<file path="src/rtl/irq_pkg.sv">
package irq_pkg;
  localparam int NSRC   = 20;
  localparam int LVL_W  = 2;
  localparam int NLVL   = 1 << LVL_W;
  localparam int IDX_W  = $clog2(NSRC);
  localparam int VEC_W  = 16;
  localparam int HWC_W  = 4;

  // number of raw flags merged into source s
  function automatic int grp_width(input int s);
    case (s)
      4, 5, 8: return 2;
      9:       return 3;
      17:      return 5;
      default: return 1;
    endcase
  endfunction

  // lowest raw-flag position of source s
  function automatic int grp_base(input int s);
    int acc;
    acc = 0;
    for (int k = 0; k < s; k++) acc += grp_width(k);
    return acc;
  endfunction

  localparam int FLAG_W = grp_base(NSRC);

  // vector address by natural index
  function automatic logic [VEC_W-1:0] vec_of(input logic [IDX_W-1:0] s);
    int i;
    i = int'(s);
    if (i < 8)                return VEC_W'(3 + 8 * i);
    else if (i >= 10 && i <= 13) return VEC_W'(67 + 8 * (i - 10));
    else begin
      case (i)
        8:       return VEC_W'(123);
        9:       return VEC_W'(131);
        14:      return VEC_W'(115);
        15:      return VEC_W'(107);
        16:      return VEC_W'(139);
        17:      return VEC_W'(147);
        18:      return VEC_W'(155);
        default: return VEC_W'(99);
      endcase
    end
  endfunction
endpackage

</file>
<file path="src/rtl/irq_merge.sv">
module irq_merge
  import irq_pkg::*;
#(
  parameter int N  = NSRC,
  parameter int FW = FLAG_W
) (
  input  logic [FW-1:0] flags,
  input  logic          glob_en,
  input  logic [N-1:0]  src_en,
  output logic [N-1:0]  pend
);
  logic [N-1:0] raw_req;

  for (genvar s = 0; s < N; s++) begin : g_src
    localparam int LO = grp_base(s);
    localparam int W  = grp_width(s);
    assign raw_req[s] = |flags[LO +: W];
  end

  assign pend = raw_req & src_en & {N{glob_en}};
endmodule

</file>
<file path="src/rtl/irq_resolve.sv">
module irq_resolve
  import irq_pkg::*;
#(
  parameter int N  = NSRC,
  localparam int IW = $clog2(N)
) (
  input  logic [N-1:0]     pend,
  input  logic [N-1:0]     prio_lo,
  input  logic [N-1:0]     prio_hi,
  output logic             any_pend,
  output logic [IW-1:0]    best_idx,
  output logic [LVL_W-1:0] best_lvl
);
  logic [NLVL-1:0][N-1:0] lvl_mask;
  logic [N-1:0]           win_mask;

  for (genvar l = 0; l < NLVL; l++) begin : g_lvl
    for (genvar s = 0; s < N; s++) begin : g_src
      assign lvl_mask[l][s] = pend[s] && ({prio_hi[s], prio_lo[s]} == LVL_W'(l));
    end
  end

  always_comb begin
    best_lvl = '0;
    any_pend = 1'b0;
    for (int l = 0; l < NLVL; l++) begin
      if (|lvl_mask[l]) begin
        best_lvl = LVL_W'(l);
        any_pend = 1'b1;
      end
    end
    win_mask = lvl_mask[best_lvl];
    best_idx = '0;
    for (int s = N - 1; s >= 0; s--) begin
      if (win_mask[s]) best_idx = IW'(s);
    end
  end
endmodule

</file>
<file path="src/rtl/irq_svc.sv">
module irq_svc
  import irq_pkg::*;
(
  input  logic             clk,
  input  logic             rst_n,
  input  logic             set_en,
  input  logic [LVL_W-1:0] set_lvl,
  input  logic             pop_en,
  output logic             act_valid,
  output logic [LVL_W-1:0] act_lvl
);
  logic [NLVL-1:0] svc_q;
  logic [NLVL-1:0] svc_d;
  logic            svc_upd;

  always_comb begin
    act_valid = |svc_q;
    act_lvl   = '0;
    for (int l = 0; l < NLVL; l++) begin
      if (svc_q[l]) act_lvl = LVL_W'(l);
    end
  end

  always_comb begin
    svc_d   = svc_q;
    svc_upd = set_en | (pop_en & act_valid);
    if (set_en)                    svc_d[set_lvl] = 1'b1;
    else if (pop_en && act_valid)  svc_d[act_lvl] = 1'b0;
  end

  always_ff @(posedge clk or negedge rst_n) begin
    if (!rst_n)       svc_q <= '0;
    else if (svc_upd) svc_q <= svc_d;
  end

  AST_NEST_STRICT: assert property (@(posedge clk) disable iff (!rst_n)
    (set_en && act_valid) |-> (set_lvl > act_lvl));
  AST_NO_SET_POP: assert property (@(posedge clk) disable iff (!rst_n)
    !(set_en && pop_en));
endmodule

</file>
<file path="src/rtl/irq_vector_ctl.sv">
module irq_vector_ctl
  import irq_pkg::*;
(
  input  logic              clk,
  input  logic              rst_n,
  input  logic              mc_tick,
  input  logic              last_cyc,
  input  logic              blk_wr,
  input  logic              reti_now,
  input  logic [FLAG_W-1:0] flags,
  input  logic              glob_en,
  input  logic [NSRC-1:0]   src_en,
  input  logic [NSRC-1:0]   prio_lo,
  input  logic [NSRC-1:0]   prio_hi,
  input  logic [1:0]        ext_edge,
  output logic              vec_call,
  output logic [VEC_W-1:0]  vec_addr,
  output logic [HWC_W-1:0]  hw_clr
);
  logic [NSRC-1:0]  pend;
  logic             any_pend;
  logic [IDX_W-1:0] best_idx;
  logic [LVL_W-1:0] best_lvl;
  logic             act_valid;
  logic [LVL_W-1:0] act_lvl;
  logic             poll;
  logic             take;
  logic             pop;

  logic             call_q, call_d;
  logic [VEC_W-1:0] addr_q, addr_d;
  logic [HWC_W-1:0] clr_q, clr_d;

  irq_merge #(.N(NSRC), .FW(FLAG_W)) u_merge (
    .flags  (flags),
    .glob_en(glob_en),
    .src_en (src_en),
    .pend   (pend)
  );

  irq_resolve #(.N(NSRC)) u_resolve (
    .pend    (pend),
    .prio_lo (prio_lo),
    .prio_hi (prio_hi),
    .any_pend(any_pend),
    .best_idx(best_idx),
    .best_lvl(best_lvl)
  );

  irq_svc u_svc (
    .clk      (clk),
    .rst_n    (rst_n),
    .set_en   (take),
    .set_lvl  (best_lvl),
    .pop_en   (pop),
    .act_valid(act_valid),
    .act_lvl  (act_lvl)
  );

  always_comb begin
    poll = mc_tick & last_cyc;
    take = poll & ~blk_wr & ~reti_now & any_pend &
           (~act_valid | (best_lvl > act_lvl));
    pop  = poll & reti_now;
  end

  always_comb begin
    call_d = take;
    addr_d = take ? vec_of(best_idx) : addr_q;
    clr_d  = '0;
    if (take) begin
      case (best_idx)
        IDX_W'(0): clr_d[0] = ext_edge[0];
        IDX_W'(1): clr_d[1] = 1'b1;
        IDX_W'(2): clr_d[2] = ext_edge[1];
        IDX_W'(3): clr_d[3] = 1'b1;
        default:   clr_d    = '0;
      endcase
    end
  end

  always_ff @(posedge clk or negedge rst_n) begin
    if (!rst_n) begin
      call_q <= 1'b0;
      addr_q <= '0;
      clr_q  <= '0;
    end else begin
      call_q <= call_d;
      clr_q  <= clr_d;
      if (take) addr_q <= addr_d;
    end
  end

  assign vec_call = call_q;
  assign vec_addr = addr_q;
  assign hw_clr   = clr_q;

  AST_PICK_PENDING: assert property (@(posedge clk) disable iff (!rst_n)
    any_pend |-> pend[best_idx]);
  AST_CALL_ON_POLL: assert property (@(posedge clk) disable iff (!rst_n)
    vec_call |-> $past(mc_tick && last_cyc && !blk_wr && !reti_now));
  AST_ADDR_HELD: assert property (@(posedge clk) disable iff (!rst_n)
    !vec_call |-> $stable(vec_addr));
  AST_CLR_ONEHOT: assert property (@(posedge clk) disable iff (!rst_n)
    $onehot0(hw_clr));
  AST_CLR_WITH_CALL: assert property (@(posedge clk) disable iff (!rst_n)
    (|hw_clr) |-> vec_call);
endmodule

</file>
<file path="config.mk">
export PLATFORM = sky130hd
export DESIGN_NAME = irq_vector_ctl
export DESIGN_NICKNAME = d
export VERILOG_FILES = /design/src/rtl/irq_pkg.sv /design/src/rtl/irq_merge.sv /design/src/rtl/irq_resolve.sv /design/src/rtl/irq_svc.sv /design/src/rtl/irq_vector_ctl.sv
export SDC_FILE = /design/constraint.sdc
export NUM_CORES = 1
export LEC_CHECK = 0
export ABC_AREA = 0
export BUFFER_PORTS_ARGS = -buffer_cell sky130_fd_sc_hd__buf_4
export CORE_MARGIN = 2
export CORE_UTILIZATION = 40
export CTS_CLUSTER_SIZE = 12
export DETAILED_ROUTE_END_ITERATION = 12
export GPL_ROUTABILITY_DRIVEN = 0
export MAX_ROUTING_LAYER = met4
export PLACE_DENSITY = 0.7
export SLEW_MARGIN = 20
export SYNTH_ARGS = -nofsm -noshare
export SYNTH_HDL_FRONTEND = slang
export SYNTH_SLANG_ARGS = --single-unit
</file>
<file path="constraint.sdc">
create_clock -name clk -period 2.8 [get_ports clk]
set_input_delay 0.42 -clock clk [delete_from_list [all_inputs] [get_ports clk]]
set_output_delay 0.42 -clock clk [all_outputs]
set_load 0.1 [all_outputs]
</file>
## Yosys cells after proc, flatten, opt, wreduce, memory -nomap -nowiden

Index checks and enable logic that the tools add are counted.

| word-level totals | value |
|---|---|
| output and inout bits | 21 |
| word-level logic and storage cells | 265 |
| register bits | 25 |

| cells by class | value |
|---|---|
| magnitude comparators | 8 |
| add/sub/neg operators | 3 |
| bitwise logic cells | 17 |
| muxes and demuxes | 46 |
| eq/ne operators | 70 |
| reductions and logical operators | 117 |

Operator list:

| kind | count |
|---|---|
| $mux 5 | 20 |
| $logic_and 1x1->1 | 84 |
| $eq 2x2->1 const B | 40 |
| $reduce_or 20->1 | 4 |
| $pmux 8 s7 | 1 |
| $and 20x20->20 | 2 |
| $bmux 20 s2 | 1 |
| $eq 2x1->1 const B | 20 |
| $logic_not 2->1 | 20 |
| $mux 16 | 2 |
| $eq 5x4->1 const B | 4 |
| $mux 20 | 1 |
| $eq 5x5->1 const B | 3 |
| $mux 1 | 12 |
| $mux 4 | 3 |
| $add 8x9->10 const A | 1 |
| $eq 5x2->1 const B | 2 |
| $add 2x8->9 const A | 1 |
| $mux 2 | 4 |
| $and 1x1->1 | 7 |
| $lt 2x3->1 const B | 2 |
| $reduce_or 2->1 | 3 |
| $sub 5x4->6 const B | 1 |
| $eq 5x1->1 const B | 1 |
| other kinds (17) | 22 |

## Logic depth before layout (Yosys ltp)

Gate-level depths: netlist of the first run.

| logic depth | value |
|---|---|
| depth in word-level cells | 34 |
| mapped depth | 23 |

## Modules after synthesis

From an unflattened synthesis of the first run, not the netlist that was laid out.

| unflattened totals | value |
|---|---|
| cell total of the unflattened synthesis | 416 |
| area, all modules | 3183.1 µm² |

By module, submodules not included:

| module | instances | area each (µm²) | sequential area each (µm²) | cells each |
|---|---|---|---|---|
| irq_resolve | 1 | 1761.7 | 0.0 | 259 |
| irq_vector_ctl | 1 | 1059.8 | 325.3 | 111 |
| irq_svc | 1 | 203.9 | 100.1 | 23 |
| irq_merge | 1 | 157.7 | 0.0 | 23 |

## Worst setup path before layout of the first run

No wires, ideal clock.

| path | value |
|---|---|
| path kind | input to register |
| start | in flags[22] |
| end | reg addr_q[6], in the netlist vec_addr[6] |
| arrival time | 4.661 ns |
| setup slack | -1.983 ns |
| cell stages on the path | 20 |
| library setup time | 0.122 ns |
| data required time | 2.678 ns |
| cell sequence | or4_4 -> o2111ai_1 -> o221ai_1 -> or3_1 -> buf_2 -> buf_2 -> o31ai_1 -> a22oi_1 -> o21ai_0 -> a311oi_2 -> o2bb2ai_2 -> inv_2 -> ha_1 -> nor2_1 -> nor2_1 -> o21ai_0 -> o221a_4 -> o21bai_4 -> mux2_4 -> a22o_1 |

| between the ends | value |
|---|---|
| cells in the longest elaborated chain, start to end | 34 |

RTL lines:

| element | line | text |
|---|---|---|
| from (decl) | irq_vector_ctl.sv:10 | `input logic [FLAG_W-1:0] flags,` |
| $reduce_or 5->1 (*) | irq_merge.sv:17 | `assign raw_req[s] = \|flags[LO +: W];` |
| $and 20x20->20 (*) (2 in a row) | irq_merge.sv:20 | `assign pend = raw_req & src_en & {N{glob_en}};` |
| $logic_and 1x1->1 | irq_resolve.sv:19 | `assign lvl_mask[l][s] = pend[s] && ({prio_hi[s], prio_lo[s]} == LVL_W'(l));` |
| $reduce_or 20->1 | irq_resolve.sv:27 | `if (\|lvl_mask[l]) begin` |
| $mux 1 | irq_resolve.sv:27 |  |
| $mux 2 (2 in a row) | irq_resolve.sv:27 |  |
| $bmux 20 s2 | irq_resolve.sv:32 | `win_mask = lvl_mask[best_lvl];` |
| $mux 20 (implied by the code) | irq_resolve.sv:32 |  |
| $mux 5 (20 in a row) | irq_resolve.sv:35 | `if (win_mask[s]) best_idx = IW'(s);` |
| $sub 5x4->6, or another cell as far along | irq_pkg.sv:34 | `else if (i >= 10 && i <= 13) return VEC_W'(67 + 8 * (i - 10));` |
| $add 8x9->10, or another cell as far along | irq_pkg.sv:34 |  |
| $mux 16 | irq_pkg.sv:34 |  |
| $mux 16 | irq_pkg.sv:33 | `if (i < 8) return VEC_W'(3 + 8 * i);` |
| to (signal assigned) | irq_vector_ctl.sv:90 | `if (take) addr_q <= addr_d;` |
| to (decl) | irq_vector_ctl.sv:31 | `logic [VEC_W-1:0] addr_q, addr_d;` |

Mark *: on every way between the ends. The rest lies on a longest branch, timed or not. The select of a mux whose other input is x is not followed.
A chain may end at the register's enable or synchronous reset.

## Worst setup path in the final report of the first run

| path | value |
|---|---|
| start | in flags[26] |
| end | reg addr_q[6], in the netlist vec_addr[6] |

Same word-level chain as after synthesis.

==> results of run 1 <==
## worst paths after layout
kind	depth (start not counted)	start	to
setup / recovery	20	flags[26]	vec_addr[6]
hold / removal	1	rst_n	u_svc.svc_q[1]
setup reg to reg	13	u_svc.svc_q[1]	vec_addr[7]
hold reg to reg	1	vec_addr[1]	vec_addr[1]
max in group asynchronous	1	rst_n	vec_addr[4]
min in group clk	2	ext_edge[0]	hw_clr[0]
## sequential cells by signal, indices dropped and copies added (netlist names)
signal	count
hw_clr	4
u_svc.svc_q	4
vec_addr	8
vec_call	1
## per-layer routing
metal / track usage / vias to the layer above / routed length (um) / part of all wire
met5: - / - / 0 / 0
met4: 0.146 / 0 / 1070 / 0.063
met3: 0.0594 / 126 / 1820 / 0.11
met2: 0.606 / 429 / 7980 / 0.47
met1: 0.433 / 2444 / 6130 / 0.36
li1: - / 2278 / - / -
## power by group through the flow
stage / Sequential (mW) / Clock (mW) / Combinational (mW)
after CTS: 0.384 / 0.189 / 2.49
final: 0.394 / 0.190 / 2.77
after global placement: 0.382 / 0 / 2.27
after global routing: 0.401 / 0.206 / 2.87
after floorplan: 0.769 / 0 / 1.13
after detailed placement: 0.388 / 0 / 2.31
## what timing repair did
| item | 4_1_cts | 5_1_grt |
|---|---|---|
| gates resized for setup | 50 | 32 |
| setup endpoints to repair | 17 | 17 |
| setup buffers | 17 | 6 |
| endpoints found under the hold margin | 0 | 0 |
| pin swaps | 24 | 17 |
## cell usage after synthesis (8+ instances only)
library cell and count:
nor2_1 31, nand3_1 26, nor3_1 26, inv_1 23
nand2_1 21, nand4_1 18, dfrtp_1 17, a21oi_1 15
o21ai_0 15, nand2b_1 13, and4_1 10, o32ai_1 10
and3_1 8, buf_2 8, buf_4 8, mux2i_1 8
## cell families (layout without fill, tap and decap cells)
logic type,after synthesis,in the layout,share of synthesized area
xor+xnor,4,4,0.0112
compound gates,135,135,0.357
flops,17,17,0.135
simple gates,192,192,0.356
buf+inv,47,347,0.0689
other cells,1,1,0.00119
mux,12,12,0.0422
fa+ha+maj,7,7,0.0279
## cell type report
| cell class | count | area, um^2 |
|---|---|---|
| Timing Repair Buffer | 318 | 2450 |
| Sequential cell | 17 | 425 |
| Multi-Input combinational cell | 351 | 2940 |
| Inverter | 25 | 96.3 |
| Tap cell | 102 | 128 |
| Clock buffer | 3 | 41.3 |
| Fill cell | 468 | 1550 |
| Clock inverter | 1 | 7.51 |
## placed cells by master, fill, tap and decap left out, types with 4 or more instances in the layout
master,n
nand2_1,19
nor3_1,21
a32oi_1,6
o32ai_1,10
inv_1,21
nand2b_1,12
and4_1,10
o22ai_1,6
or2_2,4
and3_1,7
nor4_1,7
o211ai_1,6
nand4b_1,4
nand4_1,18
o2bb2ai_1,4
mux2i_1,8
a21oi_1,12
nor3_4,4
o21a_1,4
buf_4,305
dfrtp_1,17
nand3_1,25
buf_6,11
nor2_1,28
o21ai_0,9
## critical path, stage by stage
cell       delay, ps
buf_6             90
or4_4            560
o2111a_2         310
a2111oi_4        350
buf_4            200
nand3_4          110
mux2_4           330
o32a_1           420
a211oi_2         230
o221a_2          280
o2bb2ai_4        180
inv_4             70
ha_4             160
nor2_4            90
nor2_1            60
o21ai_1          110
o221a_4          230
o21bai_4          70
mux2_4           320
a22o_1           190
## per-stage QoR
stage	TNS [ps]	instance area (um^2)	hold slack (ps)	setup WS [ps]	power, mW
2_1_floorplan	-20550	3220	124	-1840	1.90
3_3_place_gp	-25210	5450	286	-1980	2.65
3_5_place_dp	-26350	5450	292	-2100	2.70
4_1_cts	-19700	5870	20.1	-1590	3.06
5_1_grt	-23650	6100	17.5	-1940	3.48
6_report	-22390	6100	15.2	-1840	3.35
==> flow_summary_export.csv, run 1 <==
group,metric,value,unit
final_layout,antenna_cells,0,
sta,max_freq,216,MHz
clocking,cts.sinks,17,
clocking,cts_hold_buf,0,
power_and_ir_drop,ir_worst_vdd,0.563,mV
sta,fin_ws,-1840,ps
drt,post-route-drc-count,0,
sta,setup_viol,17,
logic_synthesis,ys_ff_latch,17,
power_and_ir_drop,leakage,2.82,nW
logic_synthesis,ys.flop_type,"dfrtp_1",
power_and_ir_drop,p_sw_frac,0.563,
placed_design,port_buffers,117,
sta,rsz0062_at_grt,"true",
drt,drtPass1Iterations,9,
power_and_ir_drop,combPwrFrac,0.826,
logic_synthesis,yosysWarnings,0,
clocking,clock_latency,250,ps
logic_synthesis,yosysSeqAreaShare,0.135,
clocking,numCtsBuffers,3,
power_and_ir_drop,switchingPower,1.89,mW
power_and_ir_drop,seqPwrFrac,0.117,
sta,final-hold-violation-count,0,
drt,wl_per_cell,20.8,um
power_and_ir_drop,p_clk_frac,0.057,
die,core_area,0.00765,mm^2
drt,avgViaCountPerCell,6.46,
clocking,cts_tree,"done",
clocking,clock-root-buffer,"clkbuf_8",
worst_setup_path,required,2940,ps
final_layout,area_growth,94.1,%
logic_synthesis,syn_nets,520,
logic_synthesis,synth_top_area_cell,"dfrtp_1",
sta,finClkSkew,2.44,ps
outcome,status,"complete, but fails checks",
clocking,clkTransAtPathRegs,70,ps
sta,drv_slew,0,
grt,grt_pass1_vias,4955,
die,die_h,92.6,um
drt,drt_iter0_drc,535,
logic_synthesis,synthCells,415,
final_layout,drive_gt1_frac,0.572,
run,drv_cap,0,
grt,gr-total-overflow,0,
sta,timing.final.crit_period,4640,ps
grt,antenna_found_initial,0,
final_layout,final_util,0.797,
drt,antenna_left,0,
clocking,clk_path_buf_depth,2,
logic_synthesis,synth_top_area_frac,0.135,
logic_synthesis,synth_area_per_cell,7.57,um^2
drt,wl,17.0,mm
placed_design,place_inst,790,
worst_setup_path,crit_path_start_kind,"input port",
worst_setup_path,rrSetupSlack,360,ps
worst_hold_path,hp-class,"in -> async",
grt,grt_pass1_wl,24.3,mm
logic_synthesis,synth.cell_area,0.00314,mm^2
die,dieArea,0.00858,mm^2
power_and_ir_drop,power.density,550,mW/mm^2
logic_synthesis,synth_edf_count,0,
logic_synthesis,synth.area.top_cells,"dfrtp_1, nand3_1, nor3_1",
outcome,violations,"negative setup slack",
worst_setup_path,worstSetupEndpointType,"flip-flop",
die,ios,119,
drt,vias,5277,
die,dieWidth,92.6,um
worst_setup_path,crit_type,"in -> reg",
clocking,htreeDepth,1,
worst_setup_path,cp.arrival,4780,ps
grt,track_usage,0.361,
final_layout,nets,821,
power_and_ir_drop,internal_power,1.46,mW
grt,grt_max_degree,34,
placed_design,dp_hpwl,11.6,mm
sta,worstMarginPinSlew,672,ps
die,rows,32,
sta,fin_crit_sh,1.66,
sta,slew-limit-headroom,0.548,
die,start_util,0.411,
worst_setup_path,crit_fanout,5,
final_layout,final_cells,817,
logic_synthesis,synth_cell_types,84,
logic_synthesis,ys_async_sr_fraction,1.00,
Note: power is estimated with default switching activity, not from simulation.
==> run 2: changes to the inputs <==
--- a/config.mk
+++ b/config.mk
@@ -14,6 +14,7 @@
 export GPL_ROUTABILITY_DRIVEN = 0
 export MAX_ROUTING_LAYER = met4
 export PLACE_DENSITY = 0.7
+export SKIP_CTS_REPAIR_TIMING = 1
 export SLEW_MARGIN = 20
 export SYNTH_ARGS = -nofsm -noshare
 export SYNTH_HDL_FRONTEND = slang
==> run 2 against run 1 <==
Effect of this change:
- the run still ends with negative setup slack left
- global-route usage fell by 3.9 points
- first-iteration DRC count is 19% higher
- sequential power is 3% lower
- non-clock buffer count decreased by 15
- critical endpoint unchanged
- highest routed layer unchanged
==> flow_summary_export.csv, run 2 (synthesized netlist as in run 1, its figures left out) <==
group,metric,value,unit
outcome,status,"complete, but fails checks",
outcome,violations,"negative setup slack",
die,ios,119,
sta,fin_ws,-1770,ps
drt,wl_per_cell,18.2,um
power_and_ir_drop,leakage,2.68,nW
power_and_ir_drop,ir_worst_vdd,0.765,mV
drt,wl,14.6,mm
placed_design,dp_hpwl,11.6,mm
power_and_ir_drop,power.density,535,mW/mm^2
drt,post-route-drc-count,0,
clocking,cts.sinks,17,
drt,antenna_left,0,
clocking,numCtsBuffers,3,
sta,final-hold-violation-count,0,
die,start_util,0.411,
clocking,htreeDepth,1,
final_layout,antenna_cells,0,
sta,setup_viol,17,
sta,max_freq,219,MHz
sta,finClkSkew,4.40,ps
placed_design,place_inst,790,
final_layout,final_cells,802,
sta,timing.setup.tns,-20840,ps
final_layout,layout_commonest_cell,"buf_4",
placed_design,port_buffers,117,
die,rows,32,
grt,track_usage,0.323,
worst_setup_path,cp.arrival,4710,ps
grt,use_met3,0.0488,
worst_setup_path,crit_path_start_kind,"input port",
worst_setup_path,r2r-start,"u_svc.svc_q[1]",
grt,grt_pass1_wl,21.8,mm
placed_design,dpl_cell_area,0.00545,mm^2
drt,drtPass1Iterations,5,
final_layout,drive_gt1_frac,0.539,
die,dieWidth,92.6,um
sta,hold_slack,17.7,ps
final_layout,final_cell_mix,"buf_4, nor2_1, nand3_1",
grt,grt_util_met1,0.407,
sta,slew-limit-headroom,0.683,
final_layout,stdcell_area,0.00576,mm^2
grt,grt_max_degree,34,
worst_setup_path,crit_type,"in -> reg",
final_layout,nets,806,
final_layout,final_util,0.754,
final_layout,largest_reg_flops,8,
clocking,clk_path_buf_depth,2,
final_layout,area_growth,83.5,%
sta,timing.final.crit_period,4570,ps
grt,met2_usage,0.530,
sta,drv_slew,0,
sta,worstMarginPinSlew,463,ps
final_layout,multi_input_comb_area,0.00276,mm^2
worst_setup_path,required,2940,ps
worst_setup_path,worstSetupEndpointType,"flip-flop",
drt,drt_iter0_drc,636,
die,core_area,0.00765,mm^2
sta,fin_crit_sh,1.63,
sta,rsz0062_at_grt,"true",
run,drv_cap,0,
clocking,clock-root-buffer,"clkbuf_8",
final_layout,regArea,425,um^2
die,die_h,92.6,um
grt,gr-total-overflow,0,
die,dieArea,0.00858,mm^2
final_layout,fill_cells,541,
drt,avgViaCountPerCell,6.13,
drt,vias,4913,
worst_setup_path,crit_fanout,5,
worst_setup_path,r2r_cells,13,
grt,busiest_layer,"met2",
worst_hold_path,hp-class,"in -> async",
worst_setup_path,rrSetupSlack,300,ps
clocking,cts_tree,"done",
worst_setup_path,r2r_end,"vec_addr[7]",
clocking,clkTransAtPathRegs,70,ps
clocking,clock_latency,250,ps
grt,antenna_found_initial,0,
grt,grt_pass1_vias,4544,
run 2: final cells by class:
type	instances	share of cell area
clock inverters	1	0.00130
inverters	25	0.0167
repair buffers	303	0.399
clock buffers	3	0.00716
multi-input cells	351	0.479
flip-flops and latches	17	0.0738
well taps	102	0.0221
run 2: per-stage QoR:
| stage | power (mW) | worst slack (ps) |
|---|---|---|
| final | 3.08 | -1770 |
| after global routing | 3.23 | -1900 |
| after CTS | 2.90 | -1860 |
| after detailed placement | 2.70 | -2100 |
| after global placement | 2.65 | -1980 |
| after floorplan | 1.90 | -1840 |
run 2: power breakdown:
part | internal, mW | leakage [nW] | switching, mW | total, mW
Clock | 0.100 | 0.0217 | 0.0848 | 0.185
Sequential | 0.324 | 0.222 | 0.0597 | 0.383
Combinational | 0.938 | 2.43 | 1.58 | 2.52
run 2: worst max path at each step:
stage                     slack, ps           to  depth (start not counted)  startpoint
after floorplan               -1840  vec_addr[6]                         17   flags[26]
after global placement        -1980  vec_addr[6]                         18   flags[26]
after detailed placement      -2100  vec_addr[6]                         18   flags[26]
after CTS                     -1860  vec_addr[6]                         18   flags[26]
after global routing          -1900  vec_addr[6]                         21   flags[22]
final                         -1770  vec_addr[6]                         20   flags[22]
run 2: routing by layer:
metal	share of wire	up-vias
met4	0.040	0
met2	0.46	324
met5	0	-
li1	-	2230
met1	0.40	2290
met3	0.097	69
run 2: critical path, stage by stage:
cell and delay [ps]:
buf_6 90, or4_4 540, o2111a_2 300, a2111oi_4 360
buf_4 190, nand3_4 110, mux2_4 330, o32a_1 410
a211oi_2 240, o221a_4 250, o2bb2ai_4 180, inv_4 60
ha_4 160, nor2_4 100, nor2_1 60, o21ai_1 110
o221a_4 240, o21bai_4 70, mux2_4 300, a22o_1 170
